--- src/rtl/fracn_pkg.sv ---
package fracn_pkg;
    localparam int M_FLOOR  = 3;
    localparam int Q_LO_DEF = 5;
    localparam int Q_HI_DEF = 8;
endpackage

--- src/rtl/fracn_refdiv.sv ---
module fracn_refdiv #(
    parameter int MW = 8
) (
    input  logic          clk,
    input  logic          rst,
    input  logic [MW-1:0] m_in,
    output logic          at_edge,
    output logic          win_start,
    output logic          ref_pulse
);
    import fracn_pkg::*;

    typedef struct packed {
        logic [MW-1:0] cnt;
        logic [MW-1:0] mlim;
        logic          refp;
    } state_t;

    state_t        s_d, s_q;
    logic [MW-1:0] m_clamped;

    always_comb begin
        m_clamped = (m_in < MW'(M_FLOOR)) ? MW'(M_FLOOR) : m_in;
        at_edge   = (s_q.cnt == s_q.mlim - MW'(1));
        win_start = (s_q.cnt == s_q.mlim - MW'(2));
        s_d       = s_q;
        s_d.refp  = at_edge;
        if (at_edge) begin
            s_d.cnt  = '0;
            s_d.mlim = m_clamped;
        end else begin
            s_d.cnt  = s_q.cnt + MW'(1);
        end
    end

    always_ff @(posedge clk) begin
        if (rst) begin
            s_q.cnt  <= '0;
            s_q.mlim <= m_clamped;
            s_q.refp <= 1'b0;
        end else begin
            s_q <= s_d;
        end
    end

    assign ref_pulse = s_q.refp;
endmodule

--- src/rtl/fracn_accum.sv ---
module fracn_accum #(
    parameter int Q_LO = 5,
    parameter int Q_HI = 8,
    parameter int AW   = 3
) (
    input  logic          clk,
    input  logic          rst,
    input  logic          at_edge,
    input  logic          q8_in,
    input  logic [AW-1:0] f_in,
    output logic [AW-1:0] acc,
    output logic          sel_np1
);
    localparam int QW = AW + 1;

    typedef struct packed {
        logic [AW-1:0] acc;
        logic          q8;
        logic          sel;
    } state_t;

    state_t        s_d, s_q;
    logic [QW-1:0] qmod, f_eff, sum;

    always_comb begin
        qmod  = q8_in ? QW'(Q_HI) : QW'(Q_LO);
        f_eff = ({1'b0, f_in} >= qmod) ? (qmod - QW'(1)) : {1'b0, f_in};
        sum   = {1'b0, s_q.acc} + f_eff;
        s_d   = s_q;
        if (at_edge) begin
            s_d.q8 = q8_in;
            if (q8_in != s_q.q8) begin
                s_d.acc = AW'(f_eff);
                s_d.sel = 1'b0;
            end else if (sum >= qmod) begin
                s_d.acc = AW'(sum - qmod);
                s_d.sel = 1'b1;
            end else begin
                s_d.acc = AW'(sum);
                s_d.sel = 1'b0;
            end
        end
    end

    always_ff @(posedge clk) begin
        if (rst) begin
            s_q.acc <= '0;
            s_q.q8  <= q8_in;
            s_q.sel <= 1'b0;
        end else begin
            s_q <= s_d;
        end
    end

    assign acc     = s_q.acc;
    assign sel_np1 = s_q.sel;
endmodule

--- src/rtl/fracn_compcode.sv ---
module fracn_compcode #(
    parameter int AW = 3,
    parameter int LW = 2,
    parameter int KW = 4,
    parameter int PW = AW + (1 << LW),
    parameter int IW = PW + KW
) (
    input  logic          clk,
    input  logic          rst,
    input  logic          at_edge,
    input  logic          win_start,
    input  logic [AW-1:0] acc,
    input  logic          strobe,
    input  logic [LW-1:0] l_in,
    input  logic [KW-1:0] k_in,
    output logic          prop_en,
    output logic [PW-1:0] prop_code,
    output logic          int_en,
    output logic [IW-1:0] int_code
);
    typedef struct packed {
        logic [LW-1:0] l;
        logic [KW-1:0] k;
        logic          en;
        logic          ien;
        logic [PW-1:0] pc;
        logic [IW-1:0] ic;
    } state_t;

    state_t        s_d, s_q;
    logic [LW:0]   sh;
    logic [PW-1:0] scaled;

    always_comb begin
        sh     = {1'b0, s_q.l} + {{LW{1'b0}}, 1'b1};
        scaled = PW'(acc) << sh;
        s_d    = s_q;
        if (at_edge) begin
            s_d.l = l_in;
            s_d.k = k_in;
        end
        if (win_start) begin
            s_d.en  = 1'b1;
            s_d.ien = strobe;
            s_d.pc  = strobe ? scaled : PW'(acc);
            s_d.ic  = strobe ? (IW'(scaled) * IW'(s_q.k)) : '0;
        end else if (!(at_edge && s_q.en)) begin
            s_d.en  = 1'b0;
            s_d.ien = 1'b0;
            s_d.pc  = '0;
            s_d.ic  = '0;
        end
    end

    always_ff @(posedge clk) begin
        if (rst) begin
            s_q.l   <= l_in;
            s_q.k   <= k_in;
            s_q.en  <= 1'b0;
            s_q.ien <= 1'b0;
            s_q.pc  <= '0;
            s_q.ic  <= '0;
        end else begin
            s_q <= s_d;
        end
    end

    assign prop_en   = s_q.en;
    assign prop_code = s_q.pc;
    assign int_en    = s_q.ien;
    assign int_code  = s_q.ic;
endmodule

--- src/rtl/fracn_interp.sv ---
module fracn_interp #(
    parameter int MW   = 8,
    parameter int Q_LO = fracn_pkg::Q_LO_DEF,
    parameter int Q_HI = fracn_pkg::Q_HI_DEF,
    parameter int LW   = 2,
    parameter int KW   = 4,
    localparam int AW  = $clog2(Q_HI),
    localparam int PW  = AW + (1 << LW),
    localparam int IW  = PW + KW
) (
    input  logic          clk,
    input  logic          rst,
    input  logic [MW-1:0] m_div,
    input  logic          q_sel8,
    input  logic [AW-1:0] frac_num,
    input  logic [LW-1:0] l_fac,
    input  logic [KW-1:0] k_fac,
    input  logic          strobe,
    output logic          ref_pulse,
    output logic          sel_np1,
    output logic          prop_en,
    output logic [PW-1:0] prop_code,
    output logic          int_en,
    output logic [IW-1:0] int_code
);
    logic          at_edge;
    logic          win_start;
    logic [AW-1:0] acc;

    fracn_refdiv #(.MW(MW)) u_refdiv (
        .clk      (clk),
        .rst      (rst),
        .m_in     (m_div),
        .at_edge  (at_edge),
        .win_start(win_start),
        .ref_pulse(ref_pulse)
    );

    fracn_accum #(.Q_LO(Q_LO), .Q_HI(Q_HI), .AW(AW)) u_accum (
        .clk    (clk),
        .rst    (rst),
        .at_edge(at_edge),
        .q8_in  (q_sel8),
        .f_in   (frac_num),
        .acc    (acc),
        .sel_np1(sel_np1)
    );

    fracn_compcode #(.AW(AW), .LW(LW), .KW(KW), .PW(PW), .IW(IW)) u_comp (
        .clk      (clk),
        .rst      (rst),
        .at_edge  (at_edge),
        .win_start(win_start),
        .acc      (acc),
        .strobe   (strobe),
        .l_in     (l_fac),
        .k_in     (k_fac),
        .prop_en  (prop_en),
        .prop_code(prop_code),
        .int_en   (int_en),
        .int_code (int_code)
    );
endmodule

--- config.mk ---
export PLATFORM = sky130hd
export DESIGN_NAME = fracn_interp
export DESIGN_NICKNAME = d
export VERILOG_FILES = /design/src/rtl/fracn_pkg.sv /design/src/rtl/fracn_refdiv.sv /design/src/rtl/fracn_accum.sv /design/src/rtl/fracn_compcode.sv /design/src/rtl/fracn_interp.sv
export SDC_FILE = /design/constraint.sdc
export NUM_CORES = 1
export LEC_CHECK = 0
export BUFFER_PORTS_ARGS = -buffer_cell sky130_fd_sc_hd__buf_2
export CORE_UTILIZATION = 44
export DETAILED_ROUTE_END_ITERATION = 7
export GPL_TIMING_DRIVEN = 0
export HOLD_SLACK_MARGIN = 0.06
export PLACE_DENSITY = 0.68
export SLEW_MARGIN = 20
export SYNTH_ARGS = -nofsm -noshare
export SYNTH_HDL_FRONTEND = slang
export SYNTH_SLANG_ARGS = --single-unit
--- constraint.sdc ---
create_clock -name clk -period 12 [get_ports clk]
set_input_delay 1.8 -clock clk [delete_from_list [all_inputs] [get_ports clk]]
set_output_delay 1.8 -clock clk [all_outputs]
set_load 0.01 [all_outputs]
# --- After elaboration in Yosys (flattened, before gate mapping) ---
# Cells that the tools add are included.
word_totals:
  input_bits: 21
  memories: 0
  ram_bits: 0
  word_cells: 48
  ff_bits: 48
  out_inout_bits: 22
  latch_bits: 0
  romBits: 0
op_classes:
  mux: 17
  add_sub_neg: 7
  shift: 1
  n_reduce_logical: 3
  mul: 1
  bitwise: 0
  magnitude_cmp: 3
  div: 0
  n_eq_ne: 4
op_table:
  columns: ["cell", "count"]
  rows:
  - ["20-bit two-way mux", 2]
  - ["26-bit two-way mux", 1]
  - ["8-bit equality test", 2]
  - ["8-bit two-way mux", 2]
  - ["7-bit by 4-bit multiplier with 11-bit output", 1]
  - ["11-bit two-way mux", 1]
  - ["9-bit two-way mux", 1]
  - ["8-bit by 1-bit adder with 8-bit output, second input constant", 1]
  - ["8-bit by 2-bit < comparator with 1-bit output, second input constant", 1]
  - ["4-bit two-way mux", 2]
  - ["8-bit by 1-bit subtractor with 8-bit output, second input constant", 1]
  - ["8-bit by 2-bit subtractor with 8-bit output, second input constant", 1]
  - ["7-bit two-way mux", 1]
  - ["3-bit by 3-bit left shift with 7-bit output", 1]
  - ["3-bit two-way mux", 2]
  - ["6-bit two-way mux", 1]
  - ["3-bit by 4-bit adder with 4-bit output", 1]
  - ["3-bit by 4-bit greater-or-equal comparator with 1-bit output", 1]
  - ["4-bit greater-or-equal comparator", 1]
  - ["2-bit two-way mux", 2]
  - ["4-bit by 1-bit subtractor with 4-bit output, second input constant", 1]
  - ["2-bit by 1-bit adder with 3-bit output, second input constant", 1]
  - ["3-bit subtractor", 1]
  - ["1-bit two-way mux", 2]
  - ["other kinds (5)", 5]

# --- Depth between registers and ports, before layout ---
# Gate-level depths: netlist of run 1.
depth:
  word_depth: 9
  mapped_depth: 17
  ltp_nobuf: 17

# --- By module ---
# From an unflattened synthesis of run 1, not the netlist that was laid out.
unflattened:
  cells_unflattened: 397
  area_unflattened_um2: 3643.5
by_module_without_submodules:
  columns: ["module", "n_inst", "seq_area_each_um2", "area_per_inst_um2", "cells_each"]
  rows:
  - ["fracn_compcode", 1, 580.6, 1998.2, 217]
  - ["fracn_refdiv", 1, 420.4, 1104.8, 119]
  - ["fracn_accum", 1, 110.1, 540.5, 61]

# --- Least setup slack after synthesis of run 1 ---
# No wires, ideal clock.
synth_path:
  path_type: "in2reg"
  from: "input port q_sel8"
  to: "register u_accum.acc[1] (netlist name)"
  path_stages: 15
  path_slack_ps: 7547
  setup_time_ps: 130
  n_path_buf: 0
  t_arrival_ps: 4323
  path_cell_list: "inv_1 ha_1 nor3b_1 nor2_1 nor2_1 ha_1 inv_1 fa_1 xnor2_1 ha_1 nand2_1 o21a_1 mux2i_1 a2111oi_0 nor3_1"
synth_via:
  elab_chain_len: 7
  word_cells_on_any_way: 10
  cone_classes: "3 x add/sub; 2 x order compare; 1 x eq/ne; 4 x mux"
synth_lines:
  columns: ["item", "line_no", "source"]
  rows:
  - ["from (decl)", "fracn_interp.sv:14", "input logic q_sel8,"]
  - ["4-bit two-way mux", "fracn_accum.sv:26", "qmod = q8_in ? QW'(Q_HI) : QW'(Q_LO);"]
  - ["4-bit by 1-bit subtractor with 4-bit output or 3-bit by 4-bit greater-or-equal comparator with 1-bit output (tied branches)", "fracn_accum.sv:27", "f_eff = ({1'b0, f_in} >= qmod) ? (qmod - QW'(1)) : {1'b0, f_in};"]
  - ["4-bit two-way mux", "fracn_accum.sv:27", null]
  - ["3-bit by 4-bit adder with 4-bit output", "fracn_accum.sv:28", "sum = {1'b0, s_q.acc} + f_eff;"]
  - ["4-bit greater-or-equal comparator or 3-bit subtractor (tied branches)", "fracn_accum.sv:35, fracn_accum.sv:36", null]
  - ["3-bit two-way mux", "fracn_accum.sv:35", "end else if (sum >= qmod) begin"]
  - ["3-bit two-way mux *", "fracn_accum.sv:32", "if (q8_in != s_q.q8) begin"]
# Every way passes the cells marked *; elsewhere a longest branch is shown, timed or not.
# A chain may end at the register's enable or synchronous reset.

# --- Worst setup path in the final report of run 1 ---
layout_path:
  from: "input port q_sel8"
  to: "register u_accum.acc[1] (netlist name)"
layout_via:
  elab_chain_len: 7
  word_cells_on_any_way: 10
  cone_classes: "3 x add/sub; 2 x order compare; 1 x eq/ne; 4 x mux"
layout_lines:
  columns: ["item", "line_no"]
  rows:
  - ["4-bit two-way mux", "fracn_accum.sv:26"]
  - ["4-bit by 1-bit subtractor with 4-bit output or 3-bit by 4-bit greater-or-equal comparator with 1-bit output (tied branches)", "fracn_accum.sv:27"]
  - ["4-bit two-way mux", "fracn_accum.sv:27"]
  - ["3-bit by 4-bit adder with 4-bit output", "fracn_accum.sv:28"]
  - ["4-bit greater-or-equal comparator or 3-bit subtractor (tied branches)", "fracn_accum.sv:35, fracn_accum.sv:36"]
  - ["3-bit two-way mux", "fracn_accum.sv:35"]
  - ["3-bit two-way mux *", "fracn_accum.sv:32"]
# Marked as above.

==> summary.txt, run 1 <==
Route
  • Top sig layer: met4
  • Residual DRC: 0
  • Total Wirelength: 7.001 mm
  • Iter 0 DRT Violations: between 90 and 100
  • Drt pass-1 iters: 4
  • Met3 WL post-DR: around 260 µm
  • Metal-1 WL: 3.301 mm
  • WL/cell: 13.34 µm
  • Via-to-Cell Ratio: 5.149
  • Post-DRT Antenna Nets: 0
  • WL met2: 3.392 mm
  • DR vias: around 2700

Layout
  • Fin nets: 482
  • Fin cells: 525
  • Ratio of cells with drive above 1 in the final layout: 0.1848
  • Synthesis-to-finish area growth: 12.91%

Synthesis
  • Largest area contributor in the netlist: dfxtp_1
  • Synth Flop Type: dfxtp_1
  • Count leader, synth: dfxtp_1
  • Post-synthesis cell area: 3488 µm²
  • Largest cells by area after synthesis: dfxtp_1 19%, edfxtp_1 13%, ha_1 10%
  • Warnings, synthesis: 0
  • Yosys reg bits: 48
  • Synthesized area per cell: 9.352 µm²
  • Syn Inst Count: 373
  • Number of flops mapped to enable cells by yosys: 15
  • Post-synthesis sequential area ratio: 0.3185
  • Syn Nets: 434
  • Commonest cells post-synth: 33 x dfxtp_1, 32 x inv_1, 29 x ha_1, 19 x and2_1
  • Synth unique cells: 49
  • Top-area cell type share of the netlist area: 0.1894
  • Async set-reset flop share out of synthesis: 0

Pwr
  • Leak: 1.767 nW
  • Clock share of power: 0.364
  • Gate power share: 0.110
  • Switching Fraction: 0.2538
  • Register share of total power: 0.526
  • Power per cell area: 85.62 nW/µm²
  • Peak VDD IR: 0.06975 mV
  • Pint: 251.7 µW
  • Psw: about 86 µW

Die
  • Die area: 8288 µm²
  • Core footprint: around 7700 µm²
  • # IOs: 43
  • Die height: about 90 µm
  • Initial Util: 0.4538
  • # rows: 32
  • Die X: between 90 and 100 µm

GRT
  • Tot GR Track Use: 0.1804
  • Largest net degree at the start of global routing: 17
  • GRT overflow: 0
  • Vias in the first global route: 2705
  • First-pass GRT wire length: 12.21 mm
  • Initial antenna violation count: 0

Timing
  • Final setup fails: 0
  • Post-Route Setup TNS: 0 ns
  • Fmax: 213.5 MHz
  • Hold Fails Final Rpt: 0
  • Final Cycle Share: 0.3903
  • Slew headroom: 0.6258
  • Clock skew: roughly 0.01 ns
  • Worst-Margin Slew: 0.5613 ns
  • Slew Viols, Final: 0
  • RSZ-0062 raised after global routing: no
  • Clock period minus worst slack: ~4.7 ns

Clock tree
  • Clock slew at reported path FFs: roughly 0.09 ns
  • Hold Buf Count CTS: 0
  • H-tree Lvls: 2
  • CTS tree: yes
  • CTS Buf Count: 5
  • # resized after CTS: 0
  • CTS max path bufs: 2
  • Clock sink total: between 40 and 50
  • Worst-Skew Late Latency: between 0.3 and 0.4 ns
  • Root buffer cell: clkbuf_8
  • Setup Fix Bufs, Post-CTS: 0

Critical path
  • Worst Path Max Fanout: 5
  • Setup CP Type: in -> reg
  • R2R setup slack: approximately 7.5 ns
  • Crit start category: input pin
  • Crit end category: register
  • Arrival time worst endpoint: 4.86 ns
  • Critical Path RT: 12.18 ns

Placed design
  • HPWL after detailed placement: 5.496 mm
  • Post-Place Cells: roughly 520
  • GPL Wtd Cong: roughly 0.86
  • Port bufs: 41

Job
  • # Max-Cap Violations: 0

Outcome
  • Status: finished, final reports clean

Hold path
  • Path category of the worst min-delay check: reg -> reg
[kinds of logic (layout without fill, tap and decap cells)]
family	Yosys count	count (layout)	share of synthesized area
and+or+nand+nor	110	110	0.1718
AOI/OAI and AO/OA	67	67	0.1388
buffers and inverters	66	115	0.09218
DFF	48	48	0.3185
adders and majority gates	40	40	0.1671
xor gates and xnor gates	33	33	0.08501
muxes	9	9	0.02654
other	0	1	0
[layout by cell type, fill, tap and decap left out, types with 15 or more instances in the layout]
| cell | Yosys | routed |
|---|---|---|
| and2_1 | 19 | 19 |
| buf_2 | 5 | 46 |
| buf_4 | 18 | 18 |
| dfxtp_1 | 33 | 33 |
| edfxtp_1 | 15 | 15 |
| ha_1 | 29 | 29 |
| inv_1 | 32 | 32 |
| nand2_1 | 15 | 15 |
| nor2_1 | 17 | 17 |
| nor3_1 | 15 | 15 |
| o2bb2ai_1 | 18 | 18 |
| xnor2_1 | 17 | 17 |
| xor2_1 | 15 | 15 |
[cell type report]
type	instances	area, µm²
fillers	764	3749
multi-input cells	259	2056
flip-flops and latches	48	1111
repair buffers	41	205.2
plain buffers	34	201.4
well taps	102	127.6
inverters	32	120.1
clock buffers	5	68.82
clock inverters	3	46.29
diodes	1	2.502
[through the flow]
| step | hold WS [ns] | utilization | cell area [µm²] | worst slack (ns) | power [mW] |
|---|---|---|---|---|---|
| 3_5_place_dp | 0.4392 | 0.4971 | 3821 | 7.067 | 0.2179 |
| 4_1_cts | 0.4617 | 0.5120 | 3936 | 7.376 | 0.3410 |
| 3_3_place_gp | 0.4318 | 0.4971 | 3821 | 7.151 | 0.2166 |
| 2_1_floorplan | 0.4335 | - | 3488 | 7.547 | 0.2064 |
| 6_report | 0.4527 | 0.5124 | 3939 | 7.317 | 0.3373 |
| 5_1_grt | 0.4776 | 0.5120 | 3936 | 7.133 | 0.3520 |
[sequential cells by signal, summed over array words and instances, names as in the netlist]
name                count
u_refdiv.s_q           16
u_comp.int_code        11
u_comp.prop_code        7
u_comp.s_q              6
u_accum.acc             3
u_accum.s_q             1
u_accum.sel_np1         1
u_comp.int_en           1
u_comp.prop_en          1
u_refdiv.ref_pulse      1
[final timing paths]
kind,cells after the start,endpoint,startpoint
worst min register to register,1,u_comp.int_en,u_comp.int_en
worst min-delay path,1,u_comp.int_en,u_comp.int_en
worst max register to register,16,u_comp.int_code[10],u_comp.s_q[24]
worst max-delay path,16,u_accum.acc[1],q_sel8
[worst max-delay path, stage by stage]
cell       delay, ns
buf_2           0.13
inv_1           0.10
ha_1            0.30
nor3b_1         0.19
nor2_1          0.06
nor2_1          0.15
ha_1            0.20
inv_1           0.05
fa_1            0.37
xnor2_1         0.25
ha_1            0.31
nand2_1         0.07
o21a_1          0.22
mux2i_1         0.12
a2111oi_0       0.48
nor3_1          0.08
[routing by layer]
| layer | vias up | global-route usage |
|---|---|---|
| met5 | - | 0 |
| met4 | 0 | 0.04233 |
| li1 | 1371 | - |
| met2 | 59 | 0.3125 |
| met3 | 4 | 0.03350 |
| met1 | 1269 | 0.2321 |
[power groups by stage]
stage / Combinational (mW) / Sequential [mW] / Clock (mW)
3_5_place_dp: 0.0369 / 0.181 / 0
6_report: 0.0371 / 0.177 / 0.123
4_1_cts: 0.0372 / 0.177 / 0.127
3_3_place_gp: 0.0356 / 0.181 / 0
5_1_grt: 0.0417 / 0.178 / 0.132
2_1_floorplan: 0.0272 / 0.179 / 0
Power figures use the tool's default switching activity.
==> run 2, diff against run 1 <==
Settings changed: PLACE_DENSITY 0.68 to 0.71.
Clock period 12 ns to 4 ns, I/O delays scaled along.
==> run 2 against run 1 <==
Effect of this change: sequential share of layout area fell by 1.7 points; routed wire length rose by 3.4%; combinational power rose to 3.4 times the previous value; register-to-register slack got worse by 7.5 ns; cell count rose by 2.1%; clock skew fell by 0.0025 ns; clock-buffer cell count rose by 1; via count rose by 2.4%; sequential power rose to 3.0 times the previous value; power rose to 3.1 times the previous value; core utilization rose by 3.3 points; critical endpoint is now u_comp.int_code[10]; largest power group unchanged.
==> summary.txt, run 2 (synthesized netlist as in run 1, its figures left out) <==
Outcome
  • Status: finished, final reports clean

Pwr
  • Power per cell area: 249.7 nW/µm² (+190%)
  • Leak: 1.862 nW (+5.4%)
  • Tot Pwr: 1.046 mW (+210%)
  • Gate power share: 0.121 (+0.011)
  • Peak VDD IR: 0.1890 mV (+170%)
  • Clock share of power: 0.370 (+0.006)
  • Psw: 266.2 µW (+210%)
  • Pint: 780.3 µW (+210%)
  • Switching Fraction: 0.2544 (+0.0005375)
  • Register share of total power: 0.509 (-0.017)

Layout
  • Highest-count cells in the layout ignoring fill and taps: 46 x buf_2, 33 x dfxtp_1, 31 x inv_1, 30 x buf_4, 26 x ha_1
  • Largest reg by FF count: u_refdiv.s_q
  • Max reg flops: 16 (unchanged)
  • Commonest non-fill, non-tap cell in the layout: buf_2
  • Design area: 4192 µm² (+6.4%)
  • Synthesis-to-finish area growth: 20.16%
  • Post-layout util: 0.5452 (+0.03288)
  • Fin nets: 494 (+2.5%)
  • Filler cell count in the final layout: 700 (-8.4%)
  • Ant diodes: 0 (-1)
  • Ratio of cells with drive above 1 in the final layout: 0.2558 (+0.07093)

Clock tree
  • Root buffer cell: clkbuf_8
  • CTS max path bufs: 2 (unchanged)
  • Worst-Skew Late Latency: 0.31 ns (about the same)
  • CTS Buf Count: 5 (unchanged)
  • CTS tree: yes
  • Hold Buf Count CTS: 0 (unchanged)
  • Clock slew at reported path FFs: 0.10 ns (about the same)
  • H-tree Lvls: 2 (unchanged)
  • Clock sink total: 48 (unchanged)

Critical path
  • Arrival time worst endpoint: 4.13 ns (-0.73 ns)
  • WP buf/inv: 3 (unchanged)
  • Setup CP Type: reg -> reg
  • Worst Path Max Fanout: 6 (+1)
  • Crit start category: register
  • Worst-path cell chain: ha_4, buf_4, buf_4, nor3_4, nand2_1, fa_1, inv_1, fa_1, fa_2, a211oi_2, nor2_1, o21a_1, o41ai_2, xor2_1, o2bb2ai_1
  • Crit end category: register
  • Critical Path RT: 4.19 ns (-7.99 ns)
  • Crit-path slowest cell: fa_1
  • Worst path max stage delay: 0.53 ns (+0.05 ns)
  • CP delay by family, top: adder cells

Hold path
  • Path category of the worst min-delay check: in -> reg

Die
  • Initial Util: 0.4538 (unchanged)
  • Core footprint: 7687 µm² (unchanged)
  • Die X: 91.04 µm (unchanged)
  • Die area: 8288 µm² (unchanged)
  • Die height: 91.04 µm (unchanged)
  • # IOs: 43 (unchanged)
  • # rows: 32 (unchanged)

GRT
  • Vias in the first global route: 2743 (+1.4%)
  • Tot GR Track Use: 0.1807 (+0.0002754)
  • Largest net degree at the start of global routing: 16 (-1)
  • GRT overflow: 0 (unchanged)
  • First-pass GRT wire length: 12.23 mm (+0.22%)
  • Initial antenna violation count: 0 (unchanged)

Timing
  • Clock skew: 0.007756 ns (-0.002466 ns)
  • Slew headroom: 0.6751 (+0.04929)
  • Final setup fails: 0 (unchanged)
  • Final setup margin: 0.05286 ns (-7.264 ns)
  • Hold Fails Final Rpt: 0 (unchanged)
  • Slew Viols, Final: 0 (unchanged)
  • Worst-Margin Slew: 0.4839 ns (-0.07742 ns)
  • RSZ-0062 raised after global routing: yes
  • Post-Route Setup TNS: 0 ns (unchanged)
  • Fmax: 253.3 MHz
  • Final Cycle Share: 0.9868
  • Clock period minus worst slack: a little under 4 ns

Route
  • Post-DRT Antenna Nets: 0 (unchanged)
  • WL/cell: 13.51 µm (+1.3%)
  • Iter 0 DRT Violations: 64 (-30%)
  • Via-to-Cell Ratio: 5.164 (+0.30%)
  • Residual DRC: 0 (unchanged)
  • Drt pass-1 iters: 4 (unchanged)
  • Total Wirelength: 7.240 mm (+3.4%)
  • DR vias: 2768 (+2.4%)

Placed design
  • HPWL after detailed placement: 5.287 mm (-3.8%)
  • GPL Wtd Cong: 0.8598 (-0.21%)
  • Port bufs: 41 (unchanged)
  • Setup WS pre-CTS: -0.2389 ns (-7.306 ns)
  • Area after DPL: 3841 µm² (+0.52%)

Job
  • # Max-Cap Violations: 0 (unchanged)
## run 2: cell types whose count changed in the layout (fill, tap and decap cells not counted), moves of 2 or more
| cell | delta |
|---|---|
| a21oi_1 | -2 |
| a211oi_1 | -2 |
| o21ai_1 | +2 |
| nor3_1 | -3 |
| o21ai_0 | -3 |
| ha_1 | -3 |
| a211oi_2 | +2 |
| buf_4 | +12 |
| o41ai_1 | -2 |
| nor3_4 | +3 |
| o41ai_2 | +2 |
| ha_4 | +3 |
## run 2: final timing paths
check	start	end	slack (ns)	cells after the start
worst max-delay path	u_comp.s_q[25]	u_comp.int_code[10]	0.05	15
worst min-delay path	k_fac[3]	u_comp.s_q[23]	0.46	1
worst max register to register	u_comp.s_q[25]	u_comp.int_code[10]	0.05	15
worst min register to register	u_comp.int_en	u_comp.int_en	0.46	1
## run 2: area by class of cell
class | instances | area (µm²) | area share
multi-input cells | 259 | 2211 | 0.5275
flip-flops and latches | 48 | 1111 | 0.2651
repair buffers | 53 | 295.3 | 0.07045
plain buffers | 34 | 205.2 | 0.04896
well taps | 102 | 127.6 | 0.03045
inverters | 32 | 120.1 | 0.02866
clock buffers | 6 | 82.58 | 0.01970
clock inverters | 2 | 38.79 | 0.009254
## run 2: power groups by stage
stage / sequential [mW] / clock [mW] / combinational (mW)
2_1_floorplan: 0.538 / 0 / 0.0831
3_3_place_gp: 0.543 / 0 / 0.108
3_5_place_dp: 0.544 / 0 / 0.111
4_1_cts: 0.532 / 0.391 / 0.123
5_1_grt: 0.535 / 0.408 / 0.140
6_report: 0.533 / 0.387 / 0.127
## run 2: repair_timing
item                                    CTS  global route
endpoints found under the hold margin     0             0
endpoints found under the setup margin    4             2
gates resized for setup                  21             9
buffers inserted                          9             3
pin swaps                                10             6
## run 2: per-layer routing
layer / track usage / part of all wire
met1: 0.2303 / 0.48
met5: 0 / 0
met4: 0.05026 / 0.012
met3: 0.02596 / 0.028
met2: 0.3176 / 0.48
## run 2: stage by stage
| step | hold WS, ns | std cells |
|---|---|---|
| 2_1_floorplan | 0.4335 | 373 |
| 3_3_place_gp | 0.4338 | 516 |
| 5_1_grt | 0.4456 | 536 |
| 4_1_cts | 0.4530 | 533 |
| 6_report | 0.4550 | 536 |
| 3_5_place_dp | 0.4408 | 516 |
## run 2: worst reg2reg max path: cells and delay by family, from the launching register on
family / cells / cell delay, ns
AOI/OAI and AO/OA: 4 / 0.72
adders and majority gates: 4 / 1.77
xor gates and xnor gates: 1 / 0.18
and+or+nand+nor: 3 / 0.38
buffers and inverters: 3 / 0.34
DFF: 1 / 0.45
